$ cat config.mk
export PLATFORM = sky130hd
export DESIGN_NAME = tsa_arbiter
export DESIGN_NICKNAME = d
export VERILOG_FILES = /design/src/rtl/tsa_pkg.sv /design/src/rtl/tsa_phase_gen.sv /design/src/rtl/tsa_cpu_window.sv /design/src/rtl/tsa_return_path.sv /design/src/rtl/tsa_arbiter.sv
export SDC_FILE = /design/constraint.sdc
export NUM_CORES = 1
export LEC_CHECK = 0
export BUFFER_PORTS_ARGS = -buffer_cell sky130_fd_sc_hd__buf_2
export CORE_UTILIZATION = 44
export CTS_CLUSTER_SIZE = 25
export DETAILED_ROUTE_END_ITERATION = 10
export GPL_TIMING_DRIVEN = 0
export PLACE_DENSITY = 0.95
export SYNTH_ARGS = -nofsm -noshare
export SYNTH_HDL_FRONTEND = slang
export SYNTH_SLANG_ARGS = --single-unit
$ cat constraint.sdc
create_clock -name clk -period 2.5 [get_ports clk]
set_input_delay 0.5 -clock clk [delete_from_list [all_inputs] [get_ports clk]]
set_output_delay 0.5 -clock clk [all_outputs]
set_load 0.02 [all_outputs]
$ cat src/rtl/tsa_pkg.sv
`timescale 1ns/1ps
// Shared definitions for the time-slotted arbiter: frame geometry,
// slot owners and the fixed phase-to-owner schedule.
package tsa_pkg;

    localparam int PHASE_W   = 2;
    localparam int FRAME_LEN = 1 << PHASE_W;

    typedef logic [PHASE_W-1:0] phase_t;

    typedef enum logic [1:0] {
        OWN_VID = 2'd0,
        OWN_CPU = 2'd1,
        OWN_DSK = 2'd2
    } owner_e;

    // Processor frame: it arms in phase 0 and issues in phase 1.
    localparam phase_t CPU_ARM_PHASE   = phase_t'(0);
    localparam phase_t CPU_ISSUE_PHASE = phase_t'(1);

    // Fixed schedule: 0 video, 1 processor, 2 video, 3 disk.
    function automatic owner_e slot_owner(input phase_t ph);
        case (ph)
            phase_t'(1): return OWN_CPU;
            phase_t'(3): return OWN_DSK;
            default:     return OWN_VID;
        endcase
    endfunction

endpackage

$ cat src/rtl/tsa_phase_gen.sv
`timescale 1ns/1ps
// Phase sequencer.
// Free-running frame counter with a decoded slot owner.
// Assumes: reset holds phase 0, so the first clock after release is phase 0.
module tsa_phase_gen
    import tsa_pkg::*;
(
    input  logic   clk,
    input  logic   rst_n,
    output phase_t phase,
    output owner_e owner
);

    phase_t phase_q;

    // Advance one phase per clock and wrap at the end of the frame.
    always_ff @(posedge clk) begin
        if (!rst_n) begin
            phase_q <= '0;
        end else begin
            phase_q <= phase_q + phase_t'(1);
        end
    end

    // Decode the owner of the current slot.
    always_comb begin
        owner = slot_owner(phase_q);
    end

    assign phase = phase_q;

endmodule

$ cat src/rtl/tsa_cpu_window.sv
`timescale 1ns/1ps
// Processor window tracker (wait-state insertion).
// A request only counts for a frame if it was present in the arm phase.
// A request raised later in the frame waits for the next frame.
// Assumes: the processor holds its request until acknowledged.
module tsa_cpu_window
    import tsa_pkg::*;
(
    input  logic   clk,
    input  logic   rst_n,
    input  phase_t phase,
    input  logic   cpu_req,
    output logic   cpu_go
);

    logic armed_q;

    // Arm at frame start on a present request; disarm once the issue phase passes.
    always_ff @(posedge clk) begin
        if (!rst_n) begin
            armed_q <= 1'b0;
        end else if (phase == CPU_ARM_PHASE) begin
            armed_q <= cpu_req;
        end else if (phase == CPU_ISSUE_PHASE) begin
            armed_q <= 1'b0;
        end
    end

    // Issue only in the issue phase of a frame that was entered in step.
    always_comb begin
        cpu_go = rst_n && armed_q && cpu_req && (phase == CPU_ISSUE_PHASE);
    end

endmodule

$ cat src/rtl/tsa_return_path.sv
`timescale 1ns/1ps
// Per-port return path.
// Generates the one-clock acknowledge and keeps the port's read data.
// LATE_ACK = 0: the acknowledge comes in the data clock and shows mem_rdata directly.
// LATE_ACK = 1: the data is registered first and the acknowledge comes one clock
// later (the processor's release clock).
// Assumes: memory read data is valid in the clock after the command.
module tsa_return_path #(
    parameter int DW       = 16,
    parameter bit LATE_ACK = 1'b0
) (
    input  logic          clk,
    input  logic          rst_n,
    input  logic          issue,
    input  logic          issue_rd,
    input  logic [DW-1:0] mem_rdata,
    output logic          ack,
    output logic [DW-1:0] rdata
);

    logic          dcyc_q;
    logic          rd_q;
    logic [DW-1:0] hold_q;

    // Mark the clock in which this port's memory data returns.
    always_ff @(posedge clk) begin
        if (!rst_n) begin
            dcyc_q <= 1'b0;
            rd_q   <= 1'b0;
        end else begin
            dcyc_q <= issue;
            rd_q   <= issue && issue_rd;
        end
    end

    // Capture returned read data; writes leave the held word untouched.
    always_ff @(posedge clk) begin
        if (!rst_n) begin
            hold_q <= '0;
        end else if (dcyc_q && rd_q) begin
            hold_q <= mem_rdata;
        end
    end

    generate
        if (LATE_ACK) begin : g_late
            logic ack_q;

            // Delay the acknowledge into the clock after the data clock.
            always_ff @(posedge clk) begin
                if (!rst_n) begin
                    ack_q <= 1'b0;
                end else begin
                    ack_q <= dcyc_q;
                end
            end

            assign ack   = ack_q;
            assign rdata = hold_q;
        end else begin : g_early
            assign ack   = dcyc_q;
            assign rdata = (dcyc_q && rd_q) ? mem_rdata : hold_q;
        end
    endgenerate

endmodule

$ cat src/rtl/tsa_arbiter.sv
`timescale 1ns/1ps
// Time-slotted shared memory arbiter (top).
// Steers one synchronous memory between the processor, video and disk ports
// using a fixed four-phase frame. Idle slots are never given to another port.
// Assumes: each requester holds its request and command fields until its
// acknowledge; memory returns read data one clock after the command.
module tsa_arbiter
    import tsa_pkg::*;
#(
    parameter int AW = 16,
    parameter int DW = 16
) (
    input  logic          clk,
    input  logic          rst_n,
    input  logic          cpu_req,
    input  logic          cpu_we,
    input  logic [AW-1:0] cpu_addr,
    input  logic [DW-1:0] cpu_wdata,
    output logic [DW-1:0] cpu_rdata,
    output logic          cpu_ack,
    input  logic          vid_req,
    input  logic [AW-1:0] vid_addr,
    output logic [DW-1:0] vid_rdata,
    output logic          vid_ack,
    input  logic          dsk_req,
    input  logic          dsk_we,
    input  logic [AW-1:0] dsk_addr,
    input  logic [DW-1:0] dsk_wdata,
    output logic [DW-1:0] dsk_rdata,
    output logic          dsk_ack,
    output logic          mem_en,
    output logic          mem_we,
    output logic [AW-1:0] mem_addr,
    output logic [DW-1:0] mem_wdata,
    input  logic [DW-1:0] mem_rdata
);

    phase_t phase;
    owner_e owner;
    logic   cpu_go;
    logic   vid_go;
    logic   dsk_go;

    tsa_phase_gen u_phase (
        .clk   (clk),
        .rst_n (rst_n),
        .phase (phase),
        .owner (owner)
    );

    tsa_cpu_window u_cpuwin (
        .clk     (clk),
        .rst_n   (rst_n),
        .phase   (phase),
        .cpu_req (cpu_req),
        .cpu_go  (cpu_go)
    );

    // Grant the DMA ports in their own slots only.
    always_comb begin
        vid_go = rst_n && (owner == OWN_VID) && vid_req;
        dsk_go = rst_n && (owner == OWN_DSK) && dsk_req;
    end

    // Steer the granted port onto the memory; park the bus at zero when idle.
    always_comb begin
        mem_en    = cpu_go || vid_go || dsk_go;
        mem_we    = 1'b0;
        mem_addr  = '0;
        mem_wdata = '0;
        if (cpu_go) begin
            mem_we    = cpu_we;
            mem_addr  = cpu_addr;
            mem_wdata = cpu_wdata;
        end else if (dsk_go) begin
            mem_we    = dsk_we;
            mem_addr  = dsk_addr;
            mem_wdata = dsk_wdata;
        end else if (vid_go) begin
            mem_addr  = vid_addr;
        end
    end

    tsa_return_path #(.DW(DW), .LATE_ACK(1'b1)) u_ret_cpu (
        .clk       (clk),
        .rst_n     (rst_n),
        .issue     (cpu_go),
        .issue_rd  (!cpu_we),
        .mem_rdata (mem_rdata),
        .ack       (cpu_ack),
        .rdata     (cpu_rdata)
    );

    tsa_return_path #(.DW(DW), .LATE_ACK(1'b0)) u_ret_vid (
        .clk       (clk),
        .rst_n     (rst_n),
        .issue     (vid_go),
        .issue_rd  (1'b1),
        .mem_rdata (mem_rdata),
        .ack       (vid_ack),
        .rdata     (vid_rdata)
    );

    tsa_return_path #(.DW(DW), .LATE_ACK(1'b0)) u_ret_dsk (
        .clk       (clk),
        .rst_n     (rst_n),
        .issue     (dsk_go),
        .issue_rd  (!dsk_we),
        .mem_rdata (mem_rdata),
        .ack       (dsk_ack),
        .rdata     (dsk_rdata)
    );

endmodule

=== Word-level counts from Yosys, hierarchy flattened ===
Cells that the tools add are included.

* Register bits after elaboration: 57
* Input bits: 103

* Mux-type cells: 12
* Equal/unequal tests: 3
* Reductions and logical operators: 18
* $add $sub $neg: 1

{| class="wikitable"
|+ Operator list
! operator !! count
|-
| two-way mux 16 bit || 7
|-
| logical AND 1 bit || 11
|-
| == test 2 bit (second input constant) || 2
|-
| zero test 2 bit || 2
|-
| two-way mux 1 bit || 4
|-
| case mux 2 bit (2 select lines) || 1
|-
| adder 2 x 1 -> 2 bit (second input constant) || 1
|-
| == test 2 x 1 -> 1 bit (second input constant) || 1
|-
| zero test 1 bit || 2
|-
| logical OR 1 bit || 2
|-
| nonzero test 2 bit || 1
|}

=== Logic depth before layout (Yosys ltp) ===
Gate-level depths: netlist of run 1.

* Depth after elaboration: 8
* Depth in mapped cells: 7
* Mapped depth without buffers: 6

=== Cells and area by module ===
Synthesis of run 1 repeated with hierarchy kept, for this count alone.

* Cell total of the unflattened synthesis: 385
* Area, all modules: 3447.1 sq um

{| class="wikitable"
|+ Modules (own cells, without submodules)
! module !! cells an instance !! instances !! sequential area each (sq um) !! area an instance (sq um)
|-
| tsa_return_path at u_ret_dsk ... || 96 || 2 || 360.3 || 935.9
|-
| tsa_return_path at u_ret_cpu || 80 || 1 || 380.4 || 757.0
|-
| tsa_arbiter || 101 || 1 || 0.0 || 670.6
|-
| tsa_phase_gen || 7 || 1 || 40.0 || 96.3
|-
| tsa_cpu_window || 5 || 1 || 20.0 || 51.3
|}

=== Worst setup path before layout of run 1 ===
Ideal clock, no wire load.

* Path type: reg2out
* From: register u_phase.phase_q[1] (netlist: u_phase.phase[1])
* To: output mem_addr[10]
* Data required time: 2.000 ns
* Cell stages (with the launch flop): 8
* Arrival: 1.572 ns
* Slack: 0.428 ns
* Cell sequence: dfxtp_1 inv_1 ha_1 and4bb_1 buf_6 buf_8 a32oi_1 a21oi_1

* Longest elaborated chain between the ends: 8

{| class="wikitable"
|+ Ends and longest elaborated chain
! what !! line !! source
|-
| from (decl) || tsa_phase_gen.sv:14 || <nowiki>phase_t phase_q;</nowiki>
|-
| from (signal assigned) || tsa_phase_gen.sv:21 || <nowiki>phase_q <= phase_q + phase_t'(1);</nowiki>
|-
| == test 2 bit / == test 2 x 1 -> 1 bit (equally long branches) || tsa_pkg.sv:23, tsa_cpu_window.sv:31 ||
|-
| case mux 2 bit (2 select lines) || tsa_pkg.sv:23 || <nowiki>case (ph)</nowiki>
|-
| zero test 2 bit || tsa_arbiter.sv:61 || <nowiki>vid_go = rst_n && (owner == OWN_VID) && vid_req;</nowiki>
|-
| logical AND 1 bit (2 in a row) || tsa_arbiter.sv:61 ||
|-
| two-way mux 16 bit || tsa_arbiter.sv:79 || <nowiki>end else if (vid_go) begin</nowiki>
|-
| two-way mux 16 bit || tsa_arbiter.sv:75 || <nowiki>end else if (dsk_go) begin</nowiki>
|-
| two-way mux 16 bit (*) || tsa_arbiter.sv:71 || <nowiki>if (cpu_go) begin</nowiki>
|-
| to (decl) || tsa_arbiter.sv:33 || <nowiki>output logic [AW-1:0] mem_addr,</nowiki>
|}

Every way passes the cells marked *; elsewhere a longest branch is shown, timed or not.

=== Worst setup path in the final report of run 1 ===
* From: register u_phase.phase_q[1] (netlist: u_phase.phase[1])
* To: output mem_addr[6]

Same word-level chain as after synthesis.

==> impl_metrics.env, run 1 <==
export IMPL_worst_setup_start_kind="flip-flop"
export IMPL_synthesis_area_sq_mm=0.00269
export IMPL_share_clk_of_total_power_pct=38.9
export IMPL_power_report_internal_total_mw=1.55
export IMPL_synthToLayoutAreaGrowth_pct=47.1
export IMPL_tightest_hold_margin_ps=352
export IMPL_layout_min_cycle_time_ps=2410
export IMPL_setup_viol=0
export IMPL_yosys_area_share_adder_pct=1.86
export IMPL_rr_endpoint="u_ret_vid.hold_q[4]"
export IMPL_diodes=0
export IMPL_cts_root_to_sink_buffers=2
export IMPL_achievable_frequency_mhz=415
export IMPL_slack_of_the_worst_reg_to_reg_path_ps=1010
export IMPL_worstSetupPathType="reg -> out"
export IMPL_wirelength_mm=8.22
export IMPL_yosysSeqAreaShare_pct=42.4
export IMPL_pwr_share_seq_pct=45.4
export IMPL_synth_xor_xnor_area_share_pct=0
export IMPL_initial_core_utilization_pct=45.5
export IMPL_row_count=28
export IMPL_setup_tns_final_ps=0
export IMPL_min_from="cpu_we"
export IMPL_yosys_register_bits=57
export IMPL_design_final_nets=588
export IMPL_final_hold_viol_count=0
export IMPL_grt_max_degree=11
export IMPL_power_density_mw_per_mm2=522
export IMPL_detailed_place_hpwl_mm=6.38
export IMPL_post_layout_total_power_mw=2.07
export IMPL_first_global_vias=2553
export IMPL_grt_overflow_total=0
export IMPL_ff2ff_path_depth=4
export IMPL_final_period_utilization_pct=96.3
export IMPL_clock_skew_ps=7.76
export IMPL_post_route_drc_count=0
export IMPL_grt_pass1_wl_mm=11.7
export IMPL_p_sw_mw=0.515
export IMPL_postSynthCellCount=281
export IMPL_synth_compound_area_share_pct=18.3
export IMPL_synth_simple_gate_area_share_pct=18.6
export IMPL_nFillCells=480
export IMPL_worst_endpoint_required_ps=2000
export IMPL_top_level_pins=188
export IMPL_syn_nets=388
export IMPL_cts_made_buffers=9
export IMPL_max_cap_violations=0
export IMPL_status="finished, final reports clean"
export IMPL_synth_top_family_by_area="simple AND/OR/NAND/NOR gates"
export IMPL_synth_area_mux_share_pct=13.4
export IMPL_yosysWarnings=0
export IMPL_timing_max_transition_violations_final=0
export IMPL_timing_hold_worst_class="in -> reg"
export IMPL_power_share_of_the_combinational_group_pct=15.7
export IMPL_dr_first_iter_drc_count=95
export IMPL_wire_per_inst_um=14.6
export IMPL_worstMarginPinSlew_ps=479
export IMPL_hold_path_end="u_ret_cpu.rd_q"
export IMPL_final_layout_size_suffix_gt1_share_pct=53.1
export IMPL_cts_sink_count=57
export IMPL_cts_root_buf="clkbuf_8"
export IMPL_core_area_sq_mm=0.00592
export IMPL_worstSetupEndpointType="output port"
export IMPL_tritoncts_clock_tree="built"
export IMPL_y_dimension_of_the_die_um=80.2
export IMPL_cts_clk_slew_worst_paths_ps=60
export IMPL_netSwitchingFraction_pct=24.9
export IMPL_worstHoldPathCells=2
export IMPL_dieArea_sq_mm=0.00644
export IMPL_number_of_antenna_violations_at_the_first_check_in_global_routing=0
export IMPL_rsz0062_at_grt="false"
export IMPL_ys_types=27
export IMPL_die_width_um=80.2
export IMPL_number_of_levels_in_the_clock_h_tree=3
export IMPL_numPortBuffers=186
export IMPL_final_antenna_net_count=0
export IMPL_grt_usage_pct=24.4
export IMPL_regToRegStartpoint="u_ret_vid.ack"
export IMPL_num_vias=2806
export IMPL_slew_headroom_pct=68.1
export IMPL_vdd_ir_drop_worst_mv=0.344
export IMPL_globalplace_congestion=0.871
export IMPL_route_detailed_vias_per_inst=5.00
export IMPL_detail_route_first_pass_iterations=5
export IMPL_critical_path_arrival_ps=1910
export IMPL_worst_path_max_fanout=10
export IMPL_synth_avg_cell_area_sq_um=9.59
export IMPL_cellLeakagePower_nw=2.06
export IMPL_fin_util_pct=66.9
export IMPL_insertion_delay_ps=330
==> how the worst max path moves through the flow <==
stage / from / to / slack (ps) / cells past startpoint
global placement: u_phase.phase[1] / mem_addr[8] / 360 / 8
finish: u_phase.phase[1] / mem_addr[6] / 90 / 8
detailed placement: u_phase.phase[1] / mem_addr[6] / 310 / 8
CTS: u_phase.phase[1] / mem_addr[9] / 0.2 / 8
global route: u_phase.phase[1] / mem_addr[11] / 3 / 8
floorplan: u_phase.phase[1] / mem_addr[10] / 430 / 7
==> logic make-up (layout without fill, tap and decap cells) <==
| logic type | Yosys count | after routing |
|---|---|---|
| AOI/OAI and AO/OA | 66 | 66 |
| DFF | 57 | 57 |
| buffers and inverters | 26 | 231 |
| muxes | 32 | 32 |
| and+or+nand+nor | 96 | 96 |
| adders and majority gates | 4 | 4 |
==> power groups by stage <==
stage               logic, mW  clock network [mW]  registers [mW]
finish                  0.325               0.804           0.938
global route            0.350               0.868           0.939
CTS                     0.320               0.825           0.936
detailed placement      0.318                   0           0.956
global placement        0.310                   0           0.954
floorplan               0.165                   0           0.955
==> layout make-up <==
cell class              count  area, sq um  share of cell area, %
repair buffers            189          958                   24.2
multi-input cells         198         1420                   35.8
plain buffers              22          135                   3.41
clock buffers              15          186                   4.70
inverters                   4         18.8                  0.474
well taps                  75         93.8                   2.37
clock inverters             1         7.51                  0.189
flip-flops and latches     57         1140                   28.9
==> worst max-delay path, stage by stage, from the launching register on <==
cell	delay [ps]
dfxtp_2	350
inv_2	60
ha_4	170
and4bb_1	280
buf_6	130
buf_8	120
a32oi_1	110
a21oi_1	170
buf_2	190
==> registers in the layout (all words and copies together), names as in the netlist, 2 cells and up <==
signal            count
u_ret_vid.hold_q     16
u_ret_cpu.rdata      16
u_ret_dsk.hold_q     16
u_phase.phase         2
==> cells in the final DEF (no fill, tap or decap), types with 2 or more instances in the layout <==
cell	instances
clkbuf_8	13
a21oi_1	17
buf_4	8
clkinvlp_4	2
ha_1	3
a21boi_0	15
inv_2	2
clkbuf_1	11
dfxtp_2	2
buf_2	189
nor2_1	18
a22o_1	17
nand2_1	34
and2_1	35
a32oi_1	16
mux2_2	32
dfxtp_1	55
buf_6	3
nor2b_1	2
==> cell usage after synthesis <==
cell type,n,area [sq um]
dfxtp_1,57,1140
and2_1,35,219
nand2_1,34,128
mux2_2,32,360
nor2_1,18,67.6
a21oi_1,17,85.1
a22o_1,17,149
a32oi_1,16,140
a21boi_0,15,113
clkbuf_1,10,37.5
buf_2,6,30.0
ha_1,4,50.1
buf_6,3,33.8
buf_4,2,15.0
inv_1,2,7.51
nor2b_1,2,12.5
a21boi_1,1,7.51
and4bb_1,1,12.5
buf_8,1,15.0
clkinv_1,1,3.75
inv_2,1,3.75
nand2_2,1,6.26
nand3_2,1,10.0
nand4_4,1,21.3
nor2_4,1,11.3
nor3b_1,1,7.51
or3_1,1,6.26
==> per-stage QoR <==
stage | instance area (sq um) | std cells | setup slack [ps]
final | 3960 | 561 | 92.7
after global routing | 3960 | 561 | 3.31
after CTS | 3920 | 558 | 0.244
after detailed placement | 3720 | 542 | 312
after global placement | 3720 | 542 | 364
after floorplan | 2690 | 281 | 428
==> timing repair <==
item                       4_1_cts  5_1_grt
pin swaps                        1        3
setup endpoints to repair       17       21
hold buffers                     0        0
cloned                           0        0
gates resized for setup          1       11
setup buffers                    0        3
==> layer usage <==
layer	wire [um]	global-route usage, %	vias to the layer above
met3	419	5.00	8
met5	0	0	-
li1	-	-	1385
met2	4410	47.1	121
met4	95	9.29	0
met1	3290	25.5	1292
No activity file was read; power rests on OpenSTA's default activity.
==> run 2, diff against run 1 <==
- BUFFER_PORTS_ARGS: -buffer_cell sky130_fd_sc_hd__buf_2 -> -buffer_cell sky130_fd_sc_hd__buf_4
- CORE_UTILIZATION: 44 -> 37
- PLACE_DENSITY: 0.95 -> 0.88
- clock period: 2.5 -> 2.16 ns (I/O delays scaled with it)
==> run 2 against run 1 <==
The flow now finishes with violations (setup timing). Global-route usage decreased by 0.74 points. Clock skew down 1.8 ps. Total power up 31%. Sequential share of layout area fell by 4.0 points. Non-clock buffer count increased by 4. Via count up 2.4%. Clock-buffer cell count fell by 4. Worst hold slack worse by 91 ps. Sequential power rose by 15%. First-iteration DRC count fell by 54%. Flip-flop and latch count did not move. Die area is 18% higher.
==> impl_metrics.env, run 2 (synthesis gave the netlist of run 1 again) <==
export IMPL_rsz0062_at_grt="true"
export IMPL_clock_skew_ps=6.00
export IMPL_detail_route_first_pass_iterations=4
export IMPL_design_area_sq_mm=0.00462
export IMPL_worstMarginPinSlew_ps=548
export IMPL_power_report_internal_total_mw=2.05
export IMPL_vdd_ir_drop_worst_mv=0.299
export IMPL_cts_root_to_sink_buffers=2
export IMPL_number_of_antenna_violations_at_the_first_check_in_global_routing=0
export IMPL_share_clk_of_total_power_pct=42.3
export IMPL_achievable_frequency_mhz=432
export IMPL_core_area_sq_mm=0.00691
export IMPL_final_hold_viol_count=0
export IMPL_numPortBuffers=186
export IMPL_final_period_utilization_pct=107
export IMPL_worst_setup_start_kind="flip-flop"
export IMPL_worst_endpoint_required_ps=1730
export IMPL_worst_path_max_fanout=5
export IMPL_wire_per_inst_um=15.4
export IMPL_layout_min_cycle_time_ps=2310
export IMPL_grt_pass1_wl_mm=13.5
export IMPL_slew_headroom_pct=63.5
export IMPL_dieArea_sq_mm=0.00763
export IMPL_tightest_hold_margin_ps=261
export IMPL_diodes=0
export IMPL_final_antenna_net_count=0
export IMPL_critical_path_arrival_ps=1880
export IMPL_row_count=30
export IMPL_power_share_of_the_combinational_group_pct=17.6
export IMPL_cts_sink_count=57
export IMPL_worstSetupEndpointType="output port"
export IMPL_setup_viol=17
export IMPL_insertion_delay_ps=340
export IMPL_grt_overflow_total=0
export IMPL_cellLeakagePower_nw=2.21
export IMPL_first_global_vias=2853
export IMPL_post_layout_total_power_mw=2.70
export IMPL_cts_root_buf="clkbuf_8"
export IMPL_number_of_levels_in_the_clock_h_tree=3
export IMPL_pwr_share_seq_pct=40.1
export IMPL_post_placement_cell_area_sq_mm=0.00421
export IMPL_grt_max_degree=17
export IMPL_status="finished, violations left"
export IMPL_failed_checks="setup timing"
export IMPL_cts_hold_buf=0
export IMPL_slack_of_the_worst_reg_to_reg_path_ps=750
export IMPL_y_dimension_of_the_die_um=87.3
export IMPL_timing_max_transition_violations_final=0
export IMPL_netSwitchingFraction_pct=24.2
export IMPL_p_sw_mw=0.653
export IMPL_design_final_nets=592
export IMPL_top_level_pins=188
export IMPL_cts_made_buffers=9
export IMPL_worstSetupPathType="reg -> out"
export IMPL_die_width_um=87.3
export IMPL_power_density_mw_per_mm2=585
export IMPL_detailed_place_hpwl_mm=7.00
export IMPL_fin_ws_ps=-155
export IMPL_wirelength_mm=9.01
export IMPL_final_layout_size_suffix_gt1_share_pct=54.3
export IMPL_timing_hold_worst_class="in -> reg"
export IMPL_post_route_drc_count=0
export IMPL_num_vias=2872
export IMPL_initial_core_utilization_pct=39.0
export IMPL_tritoncts_clock_tree="built"
export IMPL_cts_clk_slew_worst_paths_ps=60
export IMPL_grt_usage_pct=23.6
export IMPL_synthToLayoutAreaGrowth_pct=71.5
export IMPL_mostFrequentLayoutCell="buf_4"
export IMPL_max_cap_violations=0
export IMPL_nFillCells=568
export IMPL_route_detailed_vias_per_inst=4.90
export IMPL_dr_first_iter_drc_count=44
export IMPL_final_cell_mix="buf_4 (181), dfxtp_1 (55), and2_1 (35)"
export IMPL_globalplace_congestion=0.880
==> run 2: cell types whose count changed in the layout (fill, tap and decap cells not counted), moves of 3 or more <==
cell      change
buf_6        +14
buf_4       +173
buf_2       -186
clkinv_2      +3
==> run 2: power groups by stage <==
stage / clock network [mW] / registers [mW] / logic (mW)
2_1_floorplan: 0 / 1.11 / 0.191
3_3_place_gp: 0 / 1.10 / 0.444
3_5_place_dp: 0 / 1.11 / 0.451
4_1_cts: 1.16 / 1.08 / 0.473
5_1_grt: 1.22 / 1.09 / 0.507
6_report: 1.14 / 1.08 / 0.475
==> run 2: final timing paths <==
path | start | cells after the start | endpoint
min reg2reg | u_ret_cpu.rdata[4] | 2 | u_ret_cpu.rdata[4]
max | u_phase.phase[1] | 8 | mem_addr[9]
min | cpu_we | 2 | u_ret_cpu.rd_q
max reg2reg | u_ret_vid.ack | 3 | u_ret_vid.hold_q[9]
==> run 2: area by class of cell <==
type,count,area (sq um),area share [%]
repair buffers,194,1520,32.9
multi-input cells,198,1440,31.1
inverters,4,18.8,0.406
clock inverters,5,77.6,1.68
flip-flops and latches,57,1150,24.8
plain buffers,21,149,3.22
well taps,96,120,2.60
clock buffers,11,151,3.28
==> run 2: worst max-delay path: stages (launching register included) <==
cell and delay [ps]:
dfxtp_2 350, inv_2 60, ha_4 170, and4bb_1 270
buf_6 140, buf_8 110, a32oi_1 80, a21oi_1 200
buf_4 170
==> run 2: per-stage QoR <==
stage | TNS (ps) | utilization, % | setup slack [ps] | cells
2_1_floorplan | 0 | - | 156 | 281
5_1_grt | -3780 | 66.9 | -263 | 586
3_5_place_dp | 0 | 61.0 | 52.6 | 563
6_report | -1740 | 66.9 | -155 | 586
3_3_place_gp | 0 | 61.0 | 61.3 | 563
4_1_cts | -2160 | 66.0 | -188 | 585
==> run 2: timing repair <==
action                     in CTS  in global routing
pin swaps                      27                 14
setup endpoints to repair      54                 35
gates resized for setup        16                 15
buffers inserted                5                  1
gates cloned                    2                  0
==> run 2: per-layer routing <==
| layer | wire length [um] | share of wire (%) | up-vias | global-route usage [%] |
|---|---|---|---|---|
| li1 | - | - | 1394 | - |
| met1 | 3490 | 39 | 1321 | 24.2 |
| met2 | 4720 | 52 | 135 | 45.3 |
| met3 | 549 | 6.1 | 22 | 5.59 |
| met4 | 250 | 2.8 | 0 | 9.99 |
| met5 | 0 | 0 | - | 0 |
